$ cat config.mk
export PLATFORM = sky130hd
export DESIGN_NAME = uv_limit_quant
export DESIGN_NICKNAME = d
export VERILOG_FILES = /design/src/rtl/uvq_pkg.sv /design/src/rtl/uvq_rst_sync.sv /design/src/rtl/uvq_regs.sv /design/src/rtl/uvq_search.sv /design/src/rtl/uvq_detect.sv /design/src/rtl/uv_limit_quant.sv
export SDC_FILE = /design/constraint.sdc
export NUM_CORES = 1
export LEC_CHECK = 0
export ABC_CLOCK_PERIOD_IN_PS = 2300
export BUFFER_PORTS_ARGS = -buffer_cell sky130_fd_sc_hd__buf_4
export CAP_MARGIN = 20
export CELL_PAD_IN_SITES_DETAIL_PLACEMENT = 2
export CELL_PAD_IN_SITES_GLOBAL_PLACEMENT = 2
export CORE_MARGIN = 1
export CORE_UTILIZATION = 41
export DETAILED_ROUTE_END_ITERATION = 8
export GPL_ROUTABILITY_DRIVEN = 0
export PLACE_DENSITY = 0.87
export SYNTH_ARGS = -nofsm -noshare
export SYNTH_HDL_FRONTEND = slang
export SYNTH_SLANG_ARGS = --single-unit
$ cat constraint.sdc
create_clock -name clk -period 2.3 [get_ports clk]
set_input_delay 0.46 -clock clk [delete_from_list [all_inputs] [get_ports clk]]
set_output_delay 0.46 -clock clk [all_outputs]
set_load 0.05 [all_outputs]
$ cat src/rtl/uvq_pkg.sv
package uvq_pkg;

  // Consecutive-low run tracking for the sample filter
  typedef enum logic [1:0] {
    RUN_NONE = 2'd0,
    RUN_ONE  = 2'd1,
    RUN_TWO  = 2'd2
  } run_e;

  // Larger of two multipliers, used to size product widths
  function automatic int unsigned mul_max(input int unsigned a, input int unsigned b);
    return (a > b) ? a : b;
  endfunction

endpackage

$ cat src/rtl/uvq_rst_sync.sv
module uvq_rst_sync (
  input  logic clk,
  input  logic rst_n,
  output logic rst_sn
);

  logic s1_q, s2_q;

  always_ff @(posedge clk or negedge rst_n) begin
    if (!rst_n) begin
      s1_q <= 1'b0;
      s2_q <= 1'b0;
    end else begin
      s1_q <= 1'b1;
      s2_q <= s1_q;
    end
  end

  assign rst_sn = s2_q;

endmodule

$ cat src/rtl/uvq_regs.sv
module uvq_regs #(
  parameter int unsigned DW        = 16,
  parameter int unsigned AW        = 8,
  parameter logic [AW-1:0] LIM_ADDR  = 8'h44,
  parameter logic [AW-1:0] STAT_ADDR = 8'hD0,
  parameter int unsigned BASE      = 240,
  parameter int unsigned TOP_MUL   = 380,
  parameter int unsigned SCALE     = 400,
  parameter int unsigned MW        = 9,
  parameter int unsigned PW        = DW + MW
) (
  input  logic          clk,
  input  logic          rst_n,
  input  logic          bus_wr,
  input  logic [AW-1:0] bus_addr,
  input  logic [DW-1:0] bus_wdata,
  input  logic [DW-1:0] dflt,
  input  logic [DW-1:0] target,
  output logic [DW-1:0] bus_rdata,
  output logic [DW-1:0] lim_q,
  output logic          ld_pend,
  output logic          inv_q,
  output logic          start
);

  logic [PW-1:0] w_scaled, lo_thr, hi_thr;
  logic          in_span, lim_wr, acc, rej, clr;
  logic [DW-1:0] lim_n;
  logic          lim_en, inv_n;

  assign w_scaled = PW'(bus_wdata) * PW'(SCALE);
  assign lo_thr   = PW'(target) * PW'(BASE);
  assign hi_thr   = PW'(target) * PW'(TOP_MUL);
  assign in_span  = (lo_thr <= w_scaled) && (w_scaled <= hi_thr);

  assign lim_wr = bus_wr && (bus_addr == LIM_ADDR) && !ld_pend;
  assign acc    = lim_wr && in_span;
  assign rej    = lim_wr && !in_span;
  assign clr    = bus_wr && (bus_addr == STAT_ADDR) && bus_wdata[0];
  assign start  = ld_pend || acc;

  always_comb begin
    lim_en = ld_pend || acc;
    lim_n  = ld_pend ? dflt : bus_wdata;
    inv_n  = inv_q;
    if (rej)      inv_n = 1'b1;
    else if (clr) inv_n = 1'b0;
  end

  always_ff @(posedge clk or negedge rst_n) begin
    if (!rst_n) begin
      lim_q   <= '0;
      ld_pend <= 1'b1;
      inv_q   <= 1'b0;
    end else begin
      if (lim_en) lim_q <= lim_n;
      ld_pend <= 1'b0;
      inv_q   <= inv_n;
    end
  end

  always_comb begin
    bus_rdata = '0;
    if (bus_addr == LIM_ADDR)       bus_rdata = lim_q;
    else if (bus_addr == STAT_ADDR) bus_rdata = {{(DW-1){1'b0}}, inv_q};
  end


  rej_keep_chk: assert property (@(posedge clk) disable iff (!rst_n)
    rej |=> (lim_q == $past(lim_q)));

  rej_flag_chk: assert property (@(posedge clk) disable iff (!rst_n)
    rej |=> inv_q);

  flag_clear_chk: assert property (@(posedge clk) disable iff (!rst_n)
    $fell(inv_q) |-> $past(clr));

endmodule

$ cat src/rtl/uvq_search.sv
module uvq_search #(
  parameter int unsigned DW    = 16,
  parameter int unsigned NLVL  = 15,
  parameter int unsigned BASE  = 240,
  parameter int unsigned STEP  = 10,
  parameter int unsigned SCALE = 400,
  parameter int unsigned MW    = 9,
  parameter int unsigned PW    = DW + MW,
  parameter int unsigned LW    = 4
) (
  input  logic          clk,
  input  logic          rst_n,
  input  logic          start,
  input  logic [DW-1:0] lim,
  input  logic [DW-1:0] target,
  output logic          busy,
  output logic [LW-1:0] level
);

  logic          busy_q, busy_n;
  logic [LW-1:0] cnt_q, cnt_n, best_q, best_n, level_q, level_n;
  logic [MW-1:0] step_mul;
  logic          fits, last;

  assign step_mul = MW'(BASE) + MW'(STEP) * MW'(cnt_q);
  assign fits     = (PW'(target) * PW'(step_mul)) <= (PW'(lim) * PW'(SCALE));
  assign last     = (cnt_q == LW'(NLVL - 1));

  always_comb begin
    busy_n  = busy_q;
    cnt_n   = cnt_q;
    best_n  = best_q;
    level_n = level_q;
    if (start) begin
      busy_n = 1'b1;
      cnt_n  = '0;
      best_n = '0;
    end else if (busy_q) begin
      if (last) begin
        level_n = fits ? cnt_q : best_q;
        busy_n  = 1'b0;
      end else begin
        best_n = fits ? cnt_q : best_q;
        cnt_n  = cnt_q + LW'(1);
      end
    end
  end

  always_ff @(posedge clk or negedge rst_n) begin
    if (!rst_n) begin
      busy_q  <= 1'b0;
      cnt_q   <= '0;
      best_q  <= '0;
      level_q <= '0;
    end else begin
      busy_q  <= busy_n;
      cnt_q   <= cnt_n;
      best_q  <= best_n;
      level_q <= level_n;
    end
  end

  assign busy  = busy_q;
  assign level = level_q;


  lvl_hold_chk: assert property (@(posedge clk) disable iff (!rst_n)
    (!busy_q && !$past(busy_q)) |-> $stable(level_q));

  lvl_range_chk: assert property (@(posedge clk) disable iff (!rst_n)
    level_q <= LW'(NLVL - 1));

endmodule

$ cat src/rtl/uvq_detect.sv
module uvq_detect #(
  parameter int unsigned DW    = 16,
  parameter int unsigned BASE  = 240,
  parameter int unsigned STEP  = 10,
  parameter int unsigned SCALE = 400,
  parameter int unsigned MW    = 9,
  parameter int unsigned PW    = DW + MW,
  parameter int unsigned LW    = 4
) (
  input  logic          clk,
  input  logic          rst_n,
  input  logic          smp_vld,
  input  logic [DW-1:0] smp_code,
  input  logic [DW-1:0] target,
  input  logic [LW-1:0] level,
  output logic          fault
);
  import uvq_pkg::*;

  run_e          run_q, run_n;
  logic          fault_q, fault_n;
  logic [MW-1:0] lvl_mul;
  logic          below;

  assign lvl_mul = MW'(BASE) + MW'(STEP) * MW'(level);
  assign below   = (PW'(smp_code) * PW'(SCALE)) < (PW'(target) * PW'(lvl_mul));

  always_comb begin
    run_n   = run_q;
    fault_n = 1'b0;
    if (smp_vld) begin
      if (below) begin
        fault_n = (run_q == RUN_ONE);
        run_n   = (run_q == RUN_NONE) ? RUN_ONE : RUN_TWO;
      end else begin
        run_n = RUN_NONE;
      end
    end
  end

  always_ff @(posedge clk or negedge rst_n) begin
    if (!rst_n) begin
      run_q   <= RUN_NONE;
      fault_q <= 1'b0;
    end else begin
      run_q   <= run_n;
      fault_q <= fault_n;
    end
  end

  assign fault = fault_q;


  flt_pulse_chk: assert property (@(posedge clk) disable iff (!rst_n)
    fault_q |=> !fault_q);

  flt_strobe_chk: assert property (@(posedge clk) disable iff (!rst_n)
    fault_q |-> $past(smp_vld));

endmodule

$ cat src/rtl/uv_limit_quant.sv
module uv_limit_quant #(
  parameter int unsigned DW        = 16,
  parameter int unsigned AW        = 8,
  parameter logic [AW-1:0] LIM_ADDR  = 8'h44,
  parameter logic [AW-1:0] STAT_ADDR = 8'hD0,
  parameter int unsigned NLVL      = 15,
  parameter int unsigned BASE      = 240,
  parameter int unsigned STEP      = 10,
  parameter int unsigned SCALE     = 400,
  parameter int unsigned LW        = $clog2(NLVL)
) (
  input  logic          clk,
  input  logic          rst_n,
  input  logic          bus_wr,
  input  logic [AW-1:0] bus_addr,
  input  logic [DW-1:0] bus_wdata,
  output logic [DW-1:0] bus_rdata,
  input  logic [DW-1:0] dflt_limit,
  input  logic [DW-1:0] vout_target,
  input  logic          smp_vld,
  input  logic [DW-1:0] smp_code,
  output logic [LW-1:0] thr_code,
  output logic          busy,
  output logic          alert,
  output logic          uv_fault
);
  import uvq_pkg::*;

  localparam int unsigned TOP_MUL = BASE + STEP * (NLVL - 1);
  localparam int unsigned MW      = $clog2(mul_max(SCALE, TOP_MUL) + 1);
  localparam int unsigned PW      = DW + MW;

  logic          rst_sn, ld_pend, inv_q, start, srch_busy;
  logic [DW-1:0] lim_q;
  logic [LW-1:0] level;

  uvq_rst_sync u_rst (.clk(clk), .rst_n(rst_n), .rst_sn(rst_sn));

  uvq_regs #(
    .DW(DW), .AW(AW), .LIM_ADDR(LIM_ADDR), .STAT_ADDR(STAT_ADDR),
    .BASE(BASE), .TOP_MUL(TOP_MUL), .SCALE(SCALE), .MW(MW), .PW(PW)
  ) u_regs (
    .clk(clk), .rst_n(rst_sn), .bus_wr(bus_wr), .bus_addr(bus_addr),
    .bus_wdata(bus_wdata), .dflt(dflt_limit), .target(vout_target),
    .bus_rdata(bus_rdata), .lim_q(lim_q), .ld_pend(ld_pend),
    .inv_q(inv_q), .start(start)
  );

  uvq_search #(
    .DW(DW), .NLVL(NLVL), .BASE(BASE), .STEP(STEP), .SCALE(SCALE),
    .MW(MW), .PW(PW), .LW(LW)
  ) u_srch (
    .clk(clk), .rst_n(rst_sn), .start(start), .lim(lim_q),
    .target(vout_target), .busy(srch_busy), .level(level)
  );

  uvq_detect #(
    .DW(DW), .BASE(BASE), .STEP(STEP), .SCALE(SCALE),
    .MW(MW), .PW(PW), .LW(LW)
  ) u_det (
    .clk(clk), .rst_n(rst_sn), .smp_vld(smp_vld), .smp_code(smp_code),
    .target(vout_target), .level(level), .fault(uv_fault)
  );

  assign thr_code = level;
  assign busy     = srch_busy || ld_pend;
  assign alert    = inv_q;


  load_busy_chk: assert property (@(posedge clk) disable iff (!rst_sn)
    ld_pend |=> srch_busy);

endmodule

==> summary.txt, run 1 <==
Status
  – Status: stopped before the end
  – Stopped at: 3_5_place_dp
  – Err: [ERROR DPL-0033] detailed placement checks failed during check placement.

Synth
  – Synth area leader: fa_1
  – Post-synth EDFFs: 0
  – Ys flop type: dfrtp_1
  – Asr flop ratio synth: 100%
  – Synth Net Count: approximately 3100
  – Distinct cells, synth: 69
  – Mapped Area: 20500 µm²
  – Yosys reg bits: 36
  – Synthesis Warnings: 0
  – Top-area cell type share of the netlist area: 26.6%
  – Syn_area_per_cell: slightly below 9 µm²
  – Most area-consuming cells after synthesis: fa_1 (27%), ha_1 (26%), inv_1 (9.2%)
  – Post-Syn Instances: roughly 2400
  – Post-synthesis sequential area ratio: approximately 4.4%

Placement
  – HPWL after detailed placement: 109000 µm
  – Buffers on Ports: 98

Floorplanning
  – Initial Util: a little over two fifths
  – Die height: ~230 µm
  – Rows: 81
  – Die X: around 230 µm
  – Ports: 99
-- synth_stat cells (7+ instances only) --
master / count
nor4_1: 7
o21ai_0: 57
dfrtp_1: 35
nor3_1: 32
inv_1: 501
nor2b_1: 69
ha_1: 433
and3_1: 17
clkbuf_1: 37
o21bai_1: 9
a31oi_1: 13
mux2i_1: 34
and2_1: 137
nand2_1: 83
nand2b_1: 35
xnor2_1: 74
o31ai_1: 7
fa_1: 273
mux2_2: 10
or3_1: 11
a211oi_1: 14
nor2_1: 116
o211ai_1: 9
xor2_1: 39
a21o_1: 47
nand4_1: 21
a21oi_1: 100
nand3_1: 34
o2111ai_1: 8
o21a_1: 16
-- through the flow --
step / instance area (µm²) / hold WS (ns) / TNS (ns) / cells
after global placement: 26200 / 0.244 / -151.08 / 3603
after floorplan: 20900 / 0.164 / -127.91 / 2355
-- logic make-up after synthesis --
kind of cell / after synthesis / synth area share [%]
adders and majority gates: 706 / 53.0
muxes: 48 / 2.50
AOI/OAI and AO/OA: 327 / 10.3
xor gates and xnor gates: 113 / 4.82
other: 2 / 0.0366
buffers and inverters: 545 / 10.1
and+or+nand+nor: 578 / 14.9
DFF: 36 / 4.39
==> inputs of run 2 (changes only) <==
- CELL_PAD_IN_SITES_DETAIL_PLACEMENT: 2 -> not set
- CELL_PAD_IN_SITES_GLOBAL_PLACEMENT: 2 -> not set
- CORE_UTILIZATION: 41 -> 30
- PLACE_DENSITY: 0.87 -> not set
- PLACE_DENSITY_LB_ADDON: not set -> 0.15
==> run 2 against run 1 <==
Compared with the run above:
- area after synthesis unchanged
- the flow now finishes, with violations (negative setup slack)
- synthesized cell count stayed put
==> summary.txt, run 2 <==
Critical path
  – Arrival time at the worst endpoint: slightly below 8 ns
  – CP top delay family: adder cells
  – Critical path class: flip-flop to flip-flop
  – Worst Reg-to-Reg Cells: 33
  – Crit end category: flip-flop
  – Critical path's slowest cell: fa_1
  – Reg2Reg Setup Slack: -5.40 ns
  – Crit path launch type: flip-flop
  – Largest stage delay on the critical path: 0.56 ns
  – Required time worst endpoint: 2.49 ns
  – Worst reg2reg path endpoint: u_srch.level[3]$_DFFE_PN0P_
  – WP buf/inv: 5
  – Critical Path Fanout Max: 9
  – Cell mode on critical path: fa_1
  – RR Startpoint: u_srch.cnt_q[3]$_DFFE_PN0P_

Global routing
  – Antenna violations before repair: 0
  – First-pass GRT wire length: 95300 µm
  – Largest net degree at the start of global routing: 35
  – Total GRT Usage: around 17%
  – GRT Residual Overflow: 0
  – Vias in the first global route: approximately 19000

Cells and area
  – Top reg by flops: u_regs.lim_q
  – Total Nets Final: around 3800
  – Fraction of layout cells with a size suffix above 1: between 20% and 30%
  – Area grow syn2layout: 33.7%
  – Number of flip-flops in the largest register: 16
  – Multi-input logic area: 18300 µm²
  – Sequential cell area: 908 µm²
  – Commonest non-fill, non-tap cell in the layout: buf_4
  – N_diodes: 0
  – Commonest non-fill, non-tap cells in the layout: buf_4 (647), inv_1 (495), ha_1 (415)
  – Fill cell count: 6809

Synth
  – Distinct cells, synth: 69
  – Synth area leader: fa_1
  – Most area-consuming cells after synthesis: fa_1 (27%), ha_1 (26%), inv_1 (9.2%)
  – Post-Syn Instances: approximately 2400
  – Mapped Area: between 20000 and 25000 µm²
  – Synthesis Warnings: 0
  – Post-synth top cells: inv_1 (501), ha_1 (433), fa_1 (273)
  – Most frequent cell after synthesis: inv_1
  – Yosys reg bits: 36
  – Post-synthesis sequential area ratio: between 4 and 5%
  – Ys flop type: dfrtp_1
  – Synth Net Count: 3137
  – Syn_area_per_cell: approximately 8.7 µm²
  – Top-area cell type share of the netlist area: between 20% and 30%
  – Asr flop ratio synth: 100%
  – Post-synth EDFFs: 0

Routing
  – DR DRC count: 0
  – Routed vias: between 15000 and 20000
  – Via-to-Cell Ratio: 4.54
  – Initial DRC count: roughly 560
  – Initial DRT Pass Iterations: 5
  – Final wirelength: ~57000 µm
  – Final ANT Viol Nets: 0
  – Wirelength per Cell: ~15 µm

STA
  – Worst-Margin Slew: ~0.56 ns
  – Slew HR: between 60% and 70%
  – Max Freq: around 130 MHz
  – Setup ws final: -5.40 ns
  – Final Critical Period: between 7 and 8 ns
  – # setup viols final: 33
  – Final Cycle Share: 335%
  – Final Slew Violations: 0
  – Clk_skew: 0.0148 ns
  – Final Hold Viols: 0
  – Setup TNS: -141.36 ns
  – RSZ-0062 raised after global routing: yes

Floorplanning
  – Die X: 264 µm
  – Ports: 99
  – Core Area: roughly 67000 µm²
  – Rows: 95
  – Die height: between 200 and 300 µm
  – Initial Util: 30.5%
  – Full die area: ~69000 µm²

Pwr
  – Comb pwr share: a little over nine tenths
  – Pwr dens: 1620 nW/µm²
  – LEAKAGE: approximately 14 nW
  – P_sw: 21.4 mW
  – Internal power: ~23 mW
  – Peak supply drop: around 1000 µV
  – Sequential share of power: under 10%
  – Sw frac: between 40% and 50%
  – Clk network pwr share: under 10%
  – Power, Total: around 44 mW

Placement
  – HPWL after detailed placement: approximately 51000 µm
  – Buffers on Ports: a little under 100

Clocking
  – H-tree depth: 2
  – Clk_lat worst skew: between 0.3 and 0.4 ns
  – CTS tree: yes
  – CTS sink count: 36
  – Max clock buf depth: 2
  – Reg clk slew, reported paths: approximately 0.07 ns
  – Root buf cell: clkbuf_16
  – TritonCTS Buffers: 5

Status
  – Failing checks: negative setup slack
  – Status: complete, but fails checks

Run
  – Max-cap violations: 0

Min path
  – HP Class: flip-flop to async pin
-- run 2: area by class of cell --
class / count / area share (%)
flip-flops and latches: 36 / 3.31
repair buffers: 666 / 18.8
inverters: 505 / 6.90
clock buffers: 5 / 0.456
well taps: 873 / 3.98
multi-input cells: 1774 / 66.5
clock inverters: 3 / 0.0684
-- run 2: kinds of logic after synthesis --
kind of cell | Yosys count | synth area share (%)
other | 2 | 0.0366
adder cells (fa/ha/maj) | 706 | 53.0
flip-flops | 36 | 4.39
AO/OA/AOI/OAI | 327 | 10.3
multiplexers | 48 | 2.50
AND/OR/NAND/NOR | 578 | 14.9
buffers and inverters | 545 | 10.1
XOR/XNOR | 113 | 4.82
-- run 2: worst reg2reg max path: cells and delay by family, from the launching register on --
kind                     cells  cell delay [ns]
adder cells (fa/ha/maj)      9             3.58
AND/OR/NAND/NOR             10             1.30
AO/OA/AOI/OAI                5             0.88
multiplexers                 2             0.56
buffers and inverters        5             0.55
flip-flops                   1             0.38
XOR/XNOR                     2             0.34
-- run 2: power by group through the flow --
stage | clock (mW) | combinational (mW) | sequential [mW]
final | 0.761 | 42.9 | 0.794
after global routing | 0.796 | 48.7 | 0.804
after CTS | 0.779 | 42.5 | 0.793
after detailed placement | 0 | 40.9 | 0.804
after global placement | 0 | 40.0 | 0.801
after floorplan | 0 | 25.9 | 0.835
-- run 2: worst max path at each step --
stage               cells past startpoint                          end  slack (ns)                   startpoint
CTS                                    34  u_srch.level[3]$_DFFE_PN0P_       -5.48  u_srch.cnt_q[3]$_DFFE_PN0P_
finish                                 33  u_srch.level[3]$_DFFE_PN0P_       -5.40  u_srch.cnt_q[3]$_DFFE_PN0P_
global placement                       29  u_srch.level[3]$_DFFE_PN0P_       -5.53  u_srch.cnt_q[3]$_DFFE_PN0P_
detailed placement                     31  u_srch.level[0]$_DFFE_PN0P_       -5.62  u_srch.cnt_q[3]$_DFFE_PN0P_
floorplan                              33  u_srch.level[0]$_DFFE_PN0P_       -5.24  u_srch.cnt_q[1]$_DFFE_PN0P_
global route                           34  u_srch.level[0]$_DFFE_PN0P_       -5.74  u_srch.cnt_q[3]$_DFFE_PN0P_
-- run 2: per-stage QoR --
stage | cells | worst slack (ns) | area, µm² | hold slack [ns] | utilization (%)
2_1_floorplan | 2355 | -5.24 | 20900 | 0.164 | -
3_3_place_gp | 3826 | -5.53 | 26600 | 0.242 | 39.5
3_5_place_dp | 3826 | -5.62 | 26600 | 0.244 | 39.5
4_1_cts | 3855 | -5.48 | 27200 | 0.347 | 40.3
5_1_grt | 3862 | -5.74 | 27500 | 0.370 | 40.7
6_report | 3862 | -5.40 | 27500 | 0.334 | 40.7
-- run 2: timing repair --
item	4_1_cts	5_1_grt
gates cloned	1	0
gates resized for setup	62	44
hold buffers	1	0
endpoints found under the hold margin	2	0
buffers inserted	20	7
pin swaps	49	44
setup endpoints to repair	33	33
-- run 2: routing by layer --
layer  vias up  track usage [%]  share of wire, %
met1      8403             22.2                47
met4         0             2.07               1.1
met5         -                0                 0
li1       8901                -                 -
met2       191             30.3                50
met3        33             1.25               1.8
Power figures use the tool's default switching activity.
